`src/rtl/ifu_pkg.sv`:
```
package ifu_pkg;
  typedef logic [15:0] word_t;

  typedef struct packed {
    logic [1:0] len;
    word_t      w0;
    word_t      w1;
    word_t      w2;
  } instr_t;

  // Instruction length in words from the opcode word
  function automatic logic [1:0] ifu_len_of(input word_t w);
    logic [1:0] n;
    case (w[15:14])
      2'b00:   n = 2'd1;
      2'b01:   n = 2'd2;
      default: n = 2'd3;
    endcase
    return n;
  endfunction
endpackage

```
`src/rtl/ifu_word_reader.sv`:
```
module ifu_word_reader #(
  parameter int ADDR_W      = 24,
  parameter int BUS_W       = 16,
  parameter int WAIT_STATES = 0
) (
  input  logic              clk,
  input  logic              rst_n,
  input  logic              flush,
  input  logic              word_req,
  input  logic [ADDR_W-1:0] word_addr,
  output logic              bus_req,
  output logic [ADDR_W-1:0] bus_addr,
  input  logic              bus_gnt,
  input  logic [BUS_W-1:0]  bus_rdata,
  output logic              word_done,
  output logic [15:0]       word_data
);
  localparam int CNT_W = (WAIT_STATES > 0) ? $clog2(WAIT_STATES + 1) : 1;

  logic waiting_q;
  logic granted;
  logic beat_fire;
  logic last_beat;

  assign bus_req   = word_req && !waiting_q;
  assign granted   = bus_req && bus_gnt;
  assign word_done = beat_fire && last_beat;

  // Access timing: grant cycle plus WAIT_STATES further cycles
  generate
    if (WAIT_STATES > 0) begin : g_wait
      logic [CNT_W-1:0] cnt_q, cnt_d;
      logic             wait_d, cnt_en;

      always_comb begin
        wait_d = waiting_q;
        cnt_d  = cnt_q;
        cnt_en = 1'b0;
        if (flush) begin
          wait_d = 1'b0;
        end else if (granted) begin
          wait_d = 1'b1;
          cnt_d  = CNT_W'(WAIT_STATES);
          cnt_en = 1'b1;
        end else if (waiting_q) begin
          cnt_d  = cnt_q - 1'b1;
          cnt_en = 1'b1;
          if (cnt_q == CNT_W'(1)) wait_d = 1'b0;
        end
      end

      always_ff @(posedge clk or negedge rst_n) begin
        if (!rst_n) begin
          waiting_q <= 1'b0;
          cnt_q     <= '0;
        end else begin
          waiting_q <= wait_d;
          if (cnt_en) cnt_q <= cnt_d;
        end
      end

      assign beat_fire = waiting_q && (cnt_q == CNT_W'(1));
    end else begin : g_nowait
      assign waiting_q = 1'b0;
      assign beat_fire = granted;
    end
  endgenerate

  // Word assembly from one or two accesses
  generate
    if (BUS_W == 8) begin : g_narrow
      logic       beat_q, beat_d, beat_en;
      logic [7:0] hi_q;
      logic       hi_en;

      always_comb begin
        beat_en = flush || beat_fire;
        beat_d  = flush ? 1'b0 : !beat_q;
        hi_en   = beat_fire && !beat_q && !flush;
      end

      always_ff @(posedge clk or negedge rst_n) begin
        if (!rst_n) begin
          beat_q <= 1'b0;
          hi_q   <= '0;
        end else begin
          if (beat_en) beat_q <= beat_d;
          if (hi_en)   hi_q   <= bus_rdata;
        end
      end

      assign bus_addr  = {word_addr[ADDR_W-1:1], word_addr[0] | beat_q};
      assign last_beat = beat_q;
      assign word_data = {hi_q, bus_rdata};
    end else begin : g_wide
      assign bus_addr  = word_addr;
      assign last_beat = 1'b1;
      assign word_data = bus_rdata;
    end
  endgenerate
endmodule

```
`src/rtl/ifu_ctrl.sv`:
```
module ifu_ctrl
  import ifu_pkg::*;
#(
  parameter int                ADDR_W    = 24,
  parameter logic [ADDR_W-1:0] BOOT_ADDR = '0
) (
  input  logic              clk,
  input  logic              rst_n,
  input  logic              redir_valid,
  input  logic [ADDR_W-1:0] redir_addr,
  input  logic              hold_full,
  output logic              word_req,
  output logic [ADDR_W-1:0] word_addr,
  input  logic              word_done,
  input  word_t             word_data,
  output logic              push,
  output instr_t            push_instr,
  output logic [ADDR_W-1:0] push_addr,
  output logic              align_err
);
  logic [ADDR_W-1:0] pc_q, pc_d;
  logic [1:0]        widx_q, widx_d, len_q, len_d;
  word_t             w0_q, w1_q, w0_d, w1_d;
  logic              run_q, run_d, err_q, err_d;
  logic              pc_en, idx_en;
  logic [1:0]        cur_len;
  logic              last_word;

  assign word_req  = run_q && !((widx_q == 2'd0) && hold_full);
  assign word_addr = pc_q + ADDR_W'({widx_q, 1'b0});
  assign cur_len   = (widx_q == 2'd0) ? ifu_len_of(word_data) : len_q;
  assign last_word = word_done && (widx_q == cur_len - 2'd1);
  assign push      = last_word && !redir_valid;
  assign push_addr = pc_q;
  assign align_err = err_q;

  always_comb begin
    push_instr.len = cur_len;
    push_instr.w0  = (widx_q == 2'd0) ? word_data : w0_q;
    push_instr.w1  = (widx_q == 2'd1) ? word_data :
                     (widx_q == 2'd2) ? w1_q : '0;
    push_instr.w2  = (widx_q == 2'd2) ? word_data : '0;
  end

  always_comb begin
    pc_d   = pc_q;
    widx_d = widx_q;
    len_d  = len_q;
    w0_d   = w0_q;
    w1_d   = w1_q;
    run_d  = run_q;
    err_d  = err_q;
    pc_en  = 1'b0;
    idx_en = 1'b0;
    if (redir_valid) begin
      pc_d   = redir_addr;
      widx_d = 2'd0;
      run_d  = !redir_addr[0];
      err_d  = redir_addr[0];
      pc_en  = 1'b1;
      idx_en = 1'b1;
    end else if (word_done) begin
      idx_en = 1'b1;
      if (last_word) begin
        pc_d   = pc_q + ADDR_W'({cur_len, 1'b0});
        pc_en  = 1'b1;
        widx_d = 2'd0;
      end else begin
        widx_d = widx_q + 2'd1;
        if (widx_q == 2'd0) begin
          len_d = cur_len;
          w0_d  = word_data;
        end
        if (widx_q == 2'd1) w1_d = word_data;
      end
    end
  end

  always_ff @(posedge clk or negedge rst_n) begin
    if (!rst_n) begin
      pc_q   <= BOOT_ADDR;
      widx_q <= 2'd0;
      len_q  <= 2'd1;
      w0_q   <= '0;
      w1_q   <= '0;
      run_q  <= 1'b1;
      err_q  <= 1'b0;
    end else begin
      if (pc_en) pc_q <= pc_d;
      if (idx_en) begin
        widx_q <= widx_d;
        len_q  <= len_d;
        w0_q   <= w0_d;
        w1_q   <= w1_d;
      end
      run_q <= run_d;
      err_q <= err_d;
    end
  end
endmodule

```
`src/rtl/ifu_outbuf.sv`:
```
module ifu_outbuf #(
  parameter int DW = 74
) (
  input  logic          clk,
  input  logic          rst_n,
  input  logic          flush,
  input  logic          push,
  input  logic [DW-1:0] push_data,
  output logic          out_valid,
  output logic [DW-1:0] out_data,
  input  logic          out_ready,
  output logic          hold_valid
);
  logic [DW-1:0] hold_q, out_d, hold_d;
  logic          ov_d, hv_d, out_en, hold_en, advance;

  assign advance = !out_valid || out_ready;

  always_comb begin
    ov_d    = out_valid;
    hv_d    = hold_valid;
    out_d   = out_data;
    hold_d  = hold_q;
    out_en  = 1'b0;
    hold_en = 1'b0;
    if (flush) begin
      ov_d = 1'b0;
      hv_d = 1'b0;
    end else if (advance) begin
      if (hold_valid) begin
        out_d   = hold_q;
        out_en  = 1'b1;
        ov_d    = 1'b1;
        hv_d    = push;
        hold_d  = push_data;
        hold_en = push;
      end else begin
        ov_d   = push;
        out_d  = push_data;
        out_en = push;
      end
    end else if (push) begin
      hv_d    = 1'b1;
      hold_d  = push_data;
      hold_en = 1'b1;
    end
  end

  always_ff @(posedge clk or negedge rst_n) begin
    if (!rst_n) begin
      out_valid  <= 1'b0;
      hold_valid <= 1'b0;
      out_data   <= '0;
      hold_q     <= '0;
    end else begin
      out_valid  <= ov_d;
      hold_valid <= hv_d;
      if (out_en)  out_data <= out_d;
      if (hold_en) hold_q   <= hold_d;
    end
  end
endmodule

```
`src/rtl/ifetch_unit.sv`:
```
module ifetch_unit
  import ifu_pkg::*;
#(
  parameter int                ADDR_W      = 24,
  parameter int                BUS_W       = 16,
  parameter int                WAIT_STATES = 0,
  parameter logic [ADDR_W-1:0] BOOT_ADDR   = '0
) (
  input  logic              clk,
  input  logic              rst_n,
  output logic              bus_req,
  output logic [ADDR_W-1:0] bus_addr,
  input  logic              bus_gnt,
  input  logic [BUS_W-1:0]  bus_rdata,
  input  logic              redir_valid,
  input  logic [ADDR_W-1:0] redir_addr,
  output logic              align_err,
  output logic              instr_valid,
  input  logic              instr_ready,
  output logic [ADDR_W-1:0] instr_addr,
  output logic [1:0]        instr_len,
  output logic [15:0]       instr_w0,
  output logic [15:0]       instr_w1,
  output logic [15:0]       instr_w2
);
  localparam int IW = $bits(instr_t);
  localparam int DW = ADDR_W + IW;

  // Reset: asserted asynchronously, released on a clock edge
  logic [1:0] rst_sync_q;
  logic       rst_q_n;
  always_ff @(posedge clk or negedge rst_n) begin
    if (!rst_n) rst_sync_q <= 2'b00;
    else        rst_sync_q <= {rst_sync_q[0], 1'b1};
  end
  assign rst_q_n = rst_sync_q[1];

  logic              word_req, word_done, push, hold_full;
  logic [ADDR_W-1:0] word_addr, push_addr;
  word_t             word_data;
  instr_t            push_instr, out_instr;
  logic [DW-1:0]     out_data;

  ifu_word_reader #(.ADDR_W(ADDR_W), .BUS_W(BUS_W), .WAIT_STATES(WAIT_STATES)) u_reader (
    .clk(clk), .rst_n(rst_q_n), .flush(redir_valid),
    .word_req(word_req), .word_addr(word_addr),
    .bus_req(bus_req), .bus_addr(bus_addr), .bus_gnt(bus_gnt), .bus_rdata(bus_rdata),
    .word_done(word_done), .word_data(word_data)
  );

  ifu_ctrl #(.ADDR_W(ADDR_W), .BOOT_ADDR(BOOT_ADDR)) u_ctrl (
    .clk(clk), .rst_n(rst_q_n),
    .redir_valid(redir_valid), .redir_addr(redir_addr), .hold_full(hold_full),
    .word_req(word_req), .word_addr(word_addr),
    .word_done(word_done), .word_data(word_data),
    .push(push), .push_instr(push_instr), .push_addr(push_addr),
    .align_err(align_err)
  );

  ifu_outbuf #(.DW(DW)) u_outbuf (
    .clk(clk), .rst_n(rst_q_n), .flush(redir_valid),
    .push(push), .push_data({push_addr, push_instr}),
    .out_valid(instr_valid), .out_data(out_data), .out_ready(instr_ready),
    .hold_valid(hold_full)
  );

  assign instr_addr = out_data[DW-1:IW];
  assign out_instr  = out_data[IW-1:0];
  assign instr_len  = out_instr.len;
  assign instr_w0   = out_instr.w0;
  assign instr_w1   = out_instr.w1;
  assign instr_w2   = out_instr.w2;
endmodule

```
`config.mk`:
```
export PLATFORM = sky130hd
export DESIGN_NAME = ifetch_unit
export DESIGN_NICKNAME = d
export VERILOG_FILES = /design/src/rtl/ifu_pkg.sv /design/src/rtl/ifu_word_reader.sv /design/src/rtl/ifu_ctrl.sv /design/src/rtl/ifu_outbuf.sv /design/src/rtl/ifetch_unit.sv
export SDC_FILE = /design/constraint.sdc
export NUM_CORES = 1
export LEC_CHECK = 0
export BUFFER_PORTS_ARGS = -buffer_cell sky130_fd_sc_hd__buf_2
export CAP_MARGIN = 10
export CELL_PAD_IN_SITES_DETAIL_PLACEMENT = 1
export CELL_PAD_IN_SITES_GLOBAL_PLACEMENT = 1
export CORE_ASPECT_RATIO = 1.4
export CORE_MARGIN = 10
export CORE_UTILIZATION = 52
export CTS_CLUSTER_SIZE = 8
export DETAILED_ROUTE_END_ITERATION = 6
export PLACE_DENSITY_LB_ADDON = 0.12
export SLEW_MARGIN = 5
export SYNTH_ARGS = -nofsm -noshare
export SYNTH_HDL_FRONTEND = slang
export SYNTH_HIERARCHICAL = 1
export SYNTH_SLANG_ARGS = --single-unit
```
`constraint.sdc`:
```
create_clock -name clk -period 18.85 [get_ports clk]
set_input_delay 2.8275 -clock clk [delete_from_list [all_inputs] [get_ports clk]]
set_output_delay 2.8275 -clock clk [all_outputs]
set_load 0.1 [all_outputs]
```
==> impl_metrics.toml, run 1 <==
[timing]
fmax_mhz = 160
rsz0062_at_grt = "no"
max_slew_margin_pct = 22.6
drv_slew = 0
min_period_over_period_pct = 33.2
fin_crit_ns = 6.26
finalHoldViolCount = 0
hold_slack_ns = 0.350
worst_slew_pin_slew_ns = 1.16
finClkSkew_ns = 0.0136
setup_tns_ns = 0
setup_viol = 0

[finish]
layout_common_cells = "210 x dfrtp_1, 157 x mux2_4, 145 x buf_2"
nFillCells = 2203
area_growth_pct = 10.7
antennaDiodeCount = 0
final_area_um2 = 12800
final_common_cell = "dfrtp_1"
fin_cells = 1257
drive_above_1_share_pct = 48.0
nets = 1003

[place]
placed_area_um2 = 12000
io_buffer_count = 145
place_hpwl_um = 20100
place.gp.congestion = 0.870
placedCellCount = 1214

[yosys]
synth_area_um2 = 11600
synthCells = 855
synth_area_per_cell_um2 = 13.5
synth_cell_types = 55
syn_nets = 909
ys_seq_area_share_pct = 46.3
ys_ff_latch = 214
yosysWarnings = 6

[clocking]
cts_tree = "done"
htreeDepth = 1
cts.sinks = 214
clock_path_buffers = 3
cts-resized-gates = 0
cts_hold_buf = 0
cts_setup_buffers = 0
cts_buffers = 30
insertion_delay_ns = 0.54
clk_pin_slew_ns = 0.05
cts-root-buf = "clkbuf_16"

[floorplanning]
start_util_pct = 53.0
core_um2 = 21900
dieHeight_um = 197
die_w_um = 146
io_pins = 146
dieArea_um2 = 28700
rows = 64

[global_routing]
first_global_vias = 8169
grt_max_degree = 82
antenna_found_initial = 0
grt-ovfl-total = 0
track_usage_pct = 20.1
grt_first_pass_wirelength_um = 46900

[setup_path]
crit_required_ns = 19.26
worst-path-max-fanout = 33
path_class = "in2reg"
cpMaxStageDelayCell = "buf_4"
path_buf_inv = 3
cp_cell_sequence = "buf_2 > nor4b_1 > a2111o_1 > nand3_1 > nor2_1 > nor2_2 > nor3_4 > buf_4 > buf_4 > mux2_2"
endpoint_kind = "flop"
critPathArrivalTime_ns = 6.67
max_stage_delay_ns = 0.62
worst_path_dominant_cell_family = "simple AND/OR/NAND/NOR gates"
cp-start-kind = "primary input"
cp_common_cell = "buf_4"

[pwr]
total_power_w = 0.00153
leakagePower_nw = 6.29
power_density_nw_per_um2 = 119
ir_drop_mv = 0.0803

[route]
drt_iter0_drc = 276
drt_pass1_iterations = 5
via_count = 7032
drt-total-wl_um = 29500
via_per_inst = 5.59
routedWlPerCell_um = 23.4
highest_layer = "met4"
wl_met2_um = 15700
wl_met1_um = 11500
drc = 0
ant_nets = 0
route.met3.wl_um = 1280

[hold_path]
hp-class = "reg2reg"

[flow_run]
cap_violations = 0

[run_status]
status = "complete, no violations"
layout make-up:
class	instances	area, µm²	share of cell area [%]
Clock buffer	43	831	6.48
Timing Repair Buffer	155	801	6.25
Sequential cell	214	5370	41.9
Multi-Input combinational cell	536	5410	42.2
Inverter	12	45.0	0.351
Tap cell	297	372	2.90
registers in the layout, summed over array words and instances (netlist names):
register / cells
u_ctrl/len_q: 2
u_outbuf/out_valid: 1
u_ctrl/w0_q: 16
u_ctrl/align_err: 1
u_outbuf/out_data: 74
u_ctrl/run_q: 1
rst_sync_q: 2
u_outbuf/hold_q: 74
u_outbuf/hold_valid: 1
u_ctrl/push_addr: 24
u_ctrl/widx_q: 2
u_ctrl/w1_q: 16
worst reg2reg max path: stages (launching register included):
cell,delay (ns)
dfrtp_1,0.47
inv_1,0.16
ha_1,0.16
buf_4,0.34
nor4b_1,0.56
a2111o_1,0.28
nand3_1,0.19
nor2_1,0.34
nor2_2,0.08
nor3_4,0.51
buf_4,0.62
buf_4,0.66
mux2_2,0.45
path summary, 6_finish.rpt:
| check | start | endpoint | slack, ns | cells after the start |
|---|---|---|---|---|
| hold reg to reg | rst_sync_q[0] | rst_sync_q[1] | 0.35 | 0 |
| setup reg to reg | u_ctrl/widx_q[0] | u_outbuf/out_data[48] | 13.91 | 12 |
| min in group asynchronous | rst_sync_q[1] | u_ctrl/align_err | 0.43 | 0 |
| max in group asynchronous | rst_n | rst_sync_q[1] | 16.67 | 1 |
| setup / recovery | bus_rdata[14] | u_outbuf/out_data[48] | 12.59 | 10 |
| hold / removal | rst_sync_q[0] | rst_sync_q[1] | 0.35 | 0 |
cell families after synthesis:
kind of cell | after synthesis | synth area share, %
compound gates | 65 | 3.94
xor+xnor | 38 | 2.87
fa+ha+maj | 9 | 1.10
buf+inv | 105 | 7.12
flops | 214 | 46.3
mux | 273 | 31.6
other cells | 1 | 0.0324
simple gates | 150 | 7.05
metal layers:
layer	up-vias	global-route usage [%]
met2	171	37.0
met1	3632	22.3
met5	-	0
met4	0	8.14
li1	3165	-
met3	64	3.90
cell usage after synthesis (all sizes together):
| cell type | instances | area share [%] |
|---|---|---|
| a211oi | 1 | 0.11 |
| or4b | 1 | 0.086 |
| mux2i | 2 | 0.17 |
| a22o | 15 | 1.1 |
| nand3b | 2 | 0.13 |
| fa | 2 | 0.35 |
| a221o | 1 | 0.086 |
| nand4b | 1 | 0.076 |
| ha | 7 | 0.76 |
| a31oi | 6 | 0.32 |
| a21o | 2 | 0.13 |
| a21boi | 1 | 0.065 |
| nand2 | 35 | 1.1 |
| inv | 12 | 0.39 |
| or3 | 2 | 0.11 |
| nor4b | 3 | 0.23 |
| mux2 | 271 | 31 |
| nor3 | 7 | 0.40 |
| o311ai | 1 | 0.076 |
| nand4 | 10 | 0.54 |
| o21ai | 23 | 1.0 |
| nor2 | 23 | 0.77 |
| nand3 | 15 | 0.65 |
| a31o | 2 | 0.15 |
| clkbuf | 22 | 0.71 |
| a21oi | 7 | 0.30 |
| dfstp | 2 | 0.45 |
| and2b | 2 | 0.14 |
| a2111o | 1 | 0.097 |
| nor4 | 10 | 0.54 |
| o211ai | 1 | 0.065 |
| and4 | 5 | 0.38 |
| buf | 71 | 6.0 |
| xor2 | 11 | 0.83 |
| nand4bb | 1 | 0.097 |
| and2 | 22 | 1.2 |
| dfrtp | 212 | 46 |
| conb | 1 | 0.032 |
| xnor2 | 27 | 2.0 |
| nor2b | 4 | 0.22 |
| o311a | 1 | 0.086 |
| a21bo | 1 | 0.086 |
| and3 | 7 | 0.38 |
| a2111oi | 2 | 0.21 |
report_power, final:
| group | total [W] | switching [W] | internal (W) |
|---|---|---|---|
| logic | 0.000475 | 0.000361 | 0.000114 |
| clock network | 0.000487 | 0.000189 | 0.000297 |
| registers | 0.000569 | 0.0000478 | 0.000521 |
| total | 0.00153 | 0.000598 | 0.000933 |
per-stage QoR:
step / utilization, % / setup WS [ns]
2_1_floorplan: - / 12.45
3_3_place_gp: 54.8 / 12.24
3_5_place_dp: 54.8 / 12.03
4_1_cts: 58.6 / 12.57
5_1_grt: 58.6 / 12.25
6_report: 58.6 / 12.59
No activity file was read; power rests on OpenSTA's default activity.
==> inputs of run 2 (changes only) <==
--- a/config.mk
+++ b/config.mk
@@ -11,7 +11,7 @@
 export CELL_PAD_IN_SITES_GLOBAL_PLACEMENT = 1
 export CORE_ASPECT_RATIO = 1.4
 export CORE_MARGIN = 10
-export CORE_UTILIZATION = 52
+export CORE_UTILIZATION = 48
 export CTS_CLUSTER_SIZE = 8
 export DETAILED_ROUTE_END_ITERATION = 6
 export PLACE_DENSITY_LB_ADDON = 0.12
==> constraint.sdc (replaced) <==
create_clock -name clk -period 6.26 [get_ports clk]
set_input_delay 0.939 -clock clk [delete_from_list [all_inputs] [get_ports clk]]
set_output_delay 0.939 -clock clk [all_outputs]
set_load 0.1 [all_outputs]
==> run 2 against run 1 <==
Effect of this change:
- worst hold slack lost 0.18 ns
- clock-buffer cell count increased by 2
- non-clock buffer count shrank 2
- first-iteration DRC count fell by 2.2%
- flip-flop and latch count is the same
- power increased to 3.0 times the previous value
- global-route usage down 1.8 points
- critical path depth grew 1
- clock skew hardly changed
- clock power grew to 3.0 times the previous value
- cell count grew 1.0%
- critical path type is now reg2reg
- largest cell class unchanged
==> impl_metrics.toml, run 2 (synthesis gave the netlist of run 1 again) <==
[setup_path]
endpoint_kind = "flop"
worstSetupStartpoint = "u_ctrl/widx_q[0]"
r2r-end = "u_outbuf/out_data[73]"
reg2reg_setup_slack_ns = 2.09
r2r_cells = 11
reg2reg_from = "u_ctrl/widx_q[0]"
path_class = "reg2reg"
worst-path-max-fanout = 51
crit_required_ns = 6.69
critPathArrivalTime_ns = 4.59
cp-start-kind = "flop"

[clocking]
cts-resized-gates = 0
clk_pin_slew_ns = 0.06
cts.sinks = 214
clock_path_buffers = 3
cts_setup_buffers = 0
cts_tree = "done"
insertion_delay_ns = 0.54
cts-root-buf = "clkbuf_16"
htreeDepth = 1
cts_hold_buf = 0
cts_buffers = 30

[place]
place.gp.congestion = 0.867
placed_area_um2 = 12000
io_buffer_count = 145
place_hpwl_um = 19800

[finish]
area_growth_pct = 11.2
multi_input_area_um2 = 5410
seq_area_um2 = 5370
nets = 1001
antennaDiodeCount = 0
nFillCells = 2428
final_common_cell = "dfrtp_1"
layout_common_cells = "210 x dfrtp_1, 157 x mux2_4, 145 x buf_2"
final_area_um2 = 12900
drive_above_1_share_pct = 47.8

[timing]
fmax_mhz = 240
finClkSkew_ns = 0.0140
setup_tns_ns = 0
fin_crit_ns = 4.17
finalHoldViolCount = 0
rsz0062_at_grt = "no"
max_slew_margin_pct = 23.7
worst_slew_pin_slew_ns = 1.14
setup_viol = 0
hold_slack_ns = 0.169
drv_slew = 0
min_period_over_period_pct = 66.6

[global_routing]
grt_first_pass_wirelength_um = 45200
first_global_vias = 7961
track_usage_pct = 18.4
grt-ovfl-total = 0
antenna_found_initial = 0
grt_use_met1_pct = 21.0
top_usage_layer = "met2"
grt_max_degree = 163
gr-usage-met2_pct = 33.3
met3_usage_pct = 3.24

[route]
drt-total-wl_um = 28600
drt_pass1_iterations = 4
via_count = 6932
ant_nets = 0
drt_iter0_drc = 270
drc = 0
routedWlPerCell_um = 22.5
via_per_inst = 5.46

[pwr]
seq_power_share_pct = 37.0
leakagePower_nw = 6.31
p_int_w = 0.00282
power_density_nw_per_um2 = 359
clock_power_share_pct = 32.1
p_switching_w = 0.00180
pwr-share-comb_pct = 31.0
switching_share_pct = 39.0
ir_drop_mv = 0.266

[floorplanning]
start_util_pct = 48.5
dieArea_um2 = 30800
dieHeight_um = 204
core_um2 = 23900
io_pins = 146
rows = 67
die_w_um = 151

[hold_path]
hp-class = "in2async"

[flow_run]
cap_violations = 0

[run_status]
status = "complete, no violations"
[run 2: changes by cell type in the layout (fill, tap and decap cells not counted), sizes merged]
| cell | before | now |
|---|---|---|
| buf | 155 | 153 |
| clkbuf | 43 | 45 |
[run 2: final cells by class]
type / instances / area share (%)
clock buffers: 45 / 6.51
multi-input cells: 536 / 42.0
flip-flops and latches: 214 / 41.7
repair buffers: 153 / 6.45
inverters: 12 / 0.350
well taps: 310 / 3.01
[run 2: layer usage]
metal | wire (µm) | vias to the layer above | share of wire, %
li1 | - | 3160 | -
met5 | 0 | - | 0
met4 | 826 | 0 | 2.9
met1 | 11100 | 3556 | 39
met2 | 15400 | 164 | 54
met3 | 1350 | 52 | 4.7
[run 2: power groups by stage]
| stage | Clock [W] | Sequential [W] | Combinational [W] |
|---|---|---|---|
| 2_1_floorplan | 0 | 0.00240 | 0.000521 |
| 3_3_place_gp | 0 | 0.00172 | 0.00142 |
| 3_5_place_dp | 0 | 0.00173 | 0.00144 |
| 4_1_cts | 0.00152 | 0.00171 | 0.00144 |
| 5_1_grt | 0.00159 | 0.00174 | 0.00149 |
| 6_report | 0.00148 | 0.00171 | 0.00143 |
[run 2: worst max-delay path, cell delays in order (launching register included)]
cell      delay [ns]
dfrtp_1         0.50
inv_1           0.15
ha_1            0.38
buf_16          0.23
a21boi_0        0.38
and2_1          0.35
nand3_1         0.22
nor2_1          0.36
nor2_2          0.08
nor3_4          0.18
buf_4           0.77
mux2_2          0.42
[run 2: metrics by stage]
step | power [W] | setup WS [ns] | cells | util [%]
5_1_grt | 0.00481 | 1.77 | 1270 | 53.9
2_1_floorplan | 0.00293 | 2.74 | 855 | -
3_5_place_dp | 0.00317 | 1.50 | 1224 | 50.3
3_3_place_gp | 0.00313 | 1.95 | 1224 | 50.3
4_1_cts | 0.00468 | 1.48 | 1269 | 53.8
6_report | 0.00462 | 2.09 | 1270 | 53.9
[run 2: worst max-delay path by stage]
stage                                  to  depth (start not counted)
finish              u_outbuf/out_data[73]                         11
detailed placement  u_outbuf/out_data[73]                         10
floorplan                u_ctrl/align_err                          0
global route        u_outbuf/out_data[73]                         10
global placement    u_outbuf/out_data[73]                         10
CTS                 u_outbuf/out_data[73]                         10
==> inputs of run 3 (changes only) <==
--- a/config.mk
+++ b/config.mk
@@ -11,7 +11,7 @@
 export CELL_PAD_IN_SITES_GLOBAL_PLACEMENT = 1
 export CORE_ASPECT_RATIO = 1.4
 export CORE_MARGIN = 10
-export CORE_UTILIZATION = 48
+export CORE_UTILIZATION = 44
 export CTS_CLUSTER_SIZE = 8
 export DETAILED_ROUTE_END_ITERATION = 6
 export PLACE_DENSITY_LB_ADDON = 0.12
==> constraint.sdc (replaced) <==
create_clock -name clk -period 3.5 [get_ports clk]
set_input_delay 0.525 -clock clk [delete_from_list [all_inputs] [get_ports clk]]
set_output_delay 0.525 -clock clk [all_outputs]
set_load 0.1 [all_outputs]
==> run 3 against run 2 <==
Effect of this change:
- global-route usage decreased by 1.2 points
- worst hold slack got worse by 0.0088 ns
- clock power increased by 78%
- sequential power increased by 77%
- worst setup slack got worse by 2.0 ns
- design area increased by 2.6%
- register-to-register slack got worse by 1.8 ns
- die area increased by 8.0%
- critical path depth decreased by 5
- highest routed layer unchanged
- first-iteration DRC count decreased by 4.4%
- sequential share of layout area decreased by 1.0 points
==> impl_metrics.toml, run 3 (synthesis gave the netlist of run 1 again) <==
[route]
drt-total-wl_um = 28900
via_count = 6969
routedWlPerCell_um = 21.9
ant_nets = 0
drt_iter0_drc = 258
drc = 0
via_per_inst = 5.30
drt_pass1_iterations = 4

[finish]
nets = 1032
final_common_cell = "dfrtp_1"
final_area_um2 = 13200
layout_common_cells = "209 x dfrtp_1, 157 x mux2_4, 141 x buf_2"
antennaDiodeCount = 0
area_growth_pct = 14.0
drive_above_1_share_pct = 49.8

[floorplanning]
io_pins = 146
dieHeight_um = 212
dieArea_um2 = 33300
die_w_um = 157
start_util_pct = 44.5
core_um2 = 26000
rows = 70

[pwr]
seq_power_share_pct = 36.7
switching_share_pct = 38.9
leakagePower_nw = 6.47
p_switching_w = 0.00321
p_int_w = 0.00505
clock_power_share_pct = 31.8
pwr-share-comb_pct = 31.5
ir_drop_mv = 0.454
power_density_nw_per_um2 = 625

[setup_path]
path_class = "reg2out"
max_stage_delay_ns = 0.74
critPathArrivalTime_ns = 2.84
reg2reg_from = "u_ctrl/widx_q[1]"
cpMaxStageDelayCell = "or4b_2"
crit_required_ns = 2.97
r2r-end = "u_ctrl/push_addr[13]"
cp_cell_sequence = "and4_1 > nand3_1 > or4b_2 > nor2_1 > xor2_1 > clkbuf_4"
reg2reg_setup_slack_ns = 0.30
r2r_cells = 12
endpoint_kind = "primary output"
worst-path-max-fanout = 4
cp-start-kind = "flop"

[place]
place.gp.congestion = 0.838
io_buffer_count = 145
placed_area_um2 = 12300
place_hpwl_um = 20700

[timing]
max_slew_margin_pct = 29.8
min_period_over_period_pct = 96.2
rsz0062_at_grt = "no"
drv_slew = 0
setup_viol = 0
finClkSkew_ns = 0.0151
setup_tns_ns = 0
fin_crit_ns = 3.37
fmax_mhz = 297
worst_slew_pin_slew_ns = 1.05
finalHoldViolCount = 0

[clocking]
cts.sinks = 214
clock_path_buffers = 3
cts_buffers = 30
insertion_delay_ns = 0.55
clk_pin_slew_ns = 0.05
cts_setup_buffers = 0
htreeDepth = 1
cts-root-buf = "clkbuf_16"
cts_tree = "done"

[hold_path]
hp-class = "in2reg"
hold_start = "redir_addr[0]"
holdPathStages = 2
min_to = "u_ctrl/run_q"

[global_routing]
antenna_found_initial = 0
grt-ovfl-total = 0
grt_max_degree = 62
grt_first_pass_wirelength_um = 45100
first_global_vias = 7878
track_usage_pct = 17.2

[run_status]
status = "complete, no violations"

[flow_run]
cap_violations = 0
run 3: cell count changes in the layout (fill, tap and decap cells not counted), moves of 3 or more:
cell / before / now
buf_4: 5 / 31
buf_2: 145 / 141
buf_12: 2 / 7
clkbuf_4: 0 / 3
run 3: through the flow:
step / setup slack, ns / cells / hold WS [ns] / utilization [%] / power, W
final: 0.131 / 1316 / 0.161 / 50.8 / 0.00826
after global routing: 0.00108 / 1316 / 0.150 / 50.8 / 0.00861
after CTS: 0.0305 / 1316 / 0.135 / 50.6 / 0.00836
after detailed placement: 0.123 / 1269 / 0.314 / 47.4 / 0.00569
after global placement: 0.243 / 1269 / 0.310 / 47.4 / 0.00565
after floorplan: 0.286 / 855 / 0.229 / - / 0.00523
run 3: final cells by class:
class	count	area [µm²]
multi-input combinational	536	5430
clock buffer	46	832
tap	324	405
timing repair buffer	184	1120
sequential	214	5370
inverter	12	45.0
fill	2651	12800
run 3: power by group through the flow:
stage	Clock [W]	Sequential, W	Combinational [W]
floorplan	0	0.00430	0.000932
global placement	0	0.00306	0.00259
detailed placement	0	0.00307	0.00262
CTS	0.00271	0.00303	0.00262
global route	0.00282	0.00308	0.00271
finish	0.00263	0.00303	0.00260
run 3: worst max path at each step:
stage                          from               endpoint  slack [ns]  depth (start not counted)
4_1_cts        u_ctrl/push_addr[10]           bus_addr[21]        0.03                          6
5_1_grt            u_ctrl/widx_q[1]           bus_addr[12]       0.001                          8
6_report       u_ctrl/push_addr[12]           bus_addr[21]        0.13                          6
3_5_place_dp       u_ctrl/widx_q[1]  u_outbuf/out_data[73]        0.12                         10
3_3_place_gp       u_ctrl/widx_q[0]   u_ctrl/push_addr[11]        0.24                         12
2_1_floorplan      u_ctrl/widx_q[0]   u_ctrl/push_addr[21]        0.29                         14
run 3: layer usage:
layer / vias up / wire length, µm / GRT usage (%)
met5: - / 0 / 0
met4: 0 / 543 / 4.72
li1: 3231 / - / -
met2: 143 / 15600 / 31.8
met3: 37 / 1330 / 3.31
met1: 3558 / 11400 / 19.5
run 3: what timing repair did:
action                                  CTS  global route
gates resized for setup                   1            10
endpoints found under the setup margin    1            63
hold buffers                              1             0
hold endpoints to repair                  2             0
run 3: critical path, delay by kind of cell (launching register included):
kind | cells | cell delay [ns]
DFF | 1 | 0.38
and+or+nand+nor | 4 | 1.31
buffers and inverters | 1 | 0.38
xor gates and xnor gates | 1 | 0.23
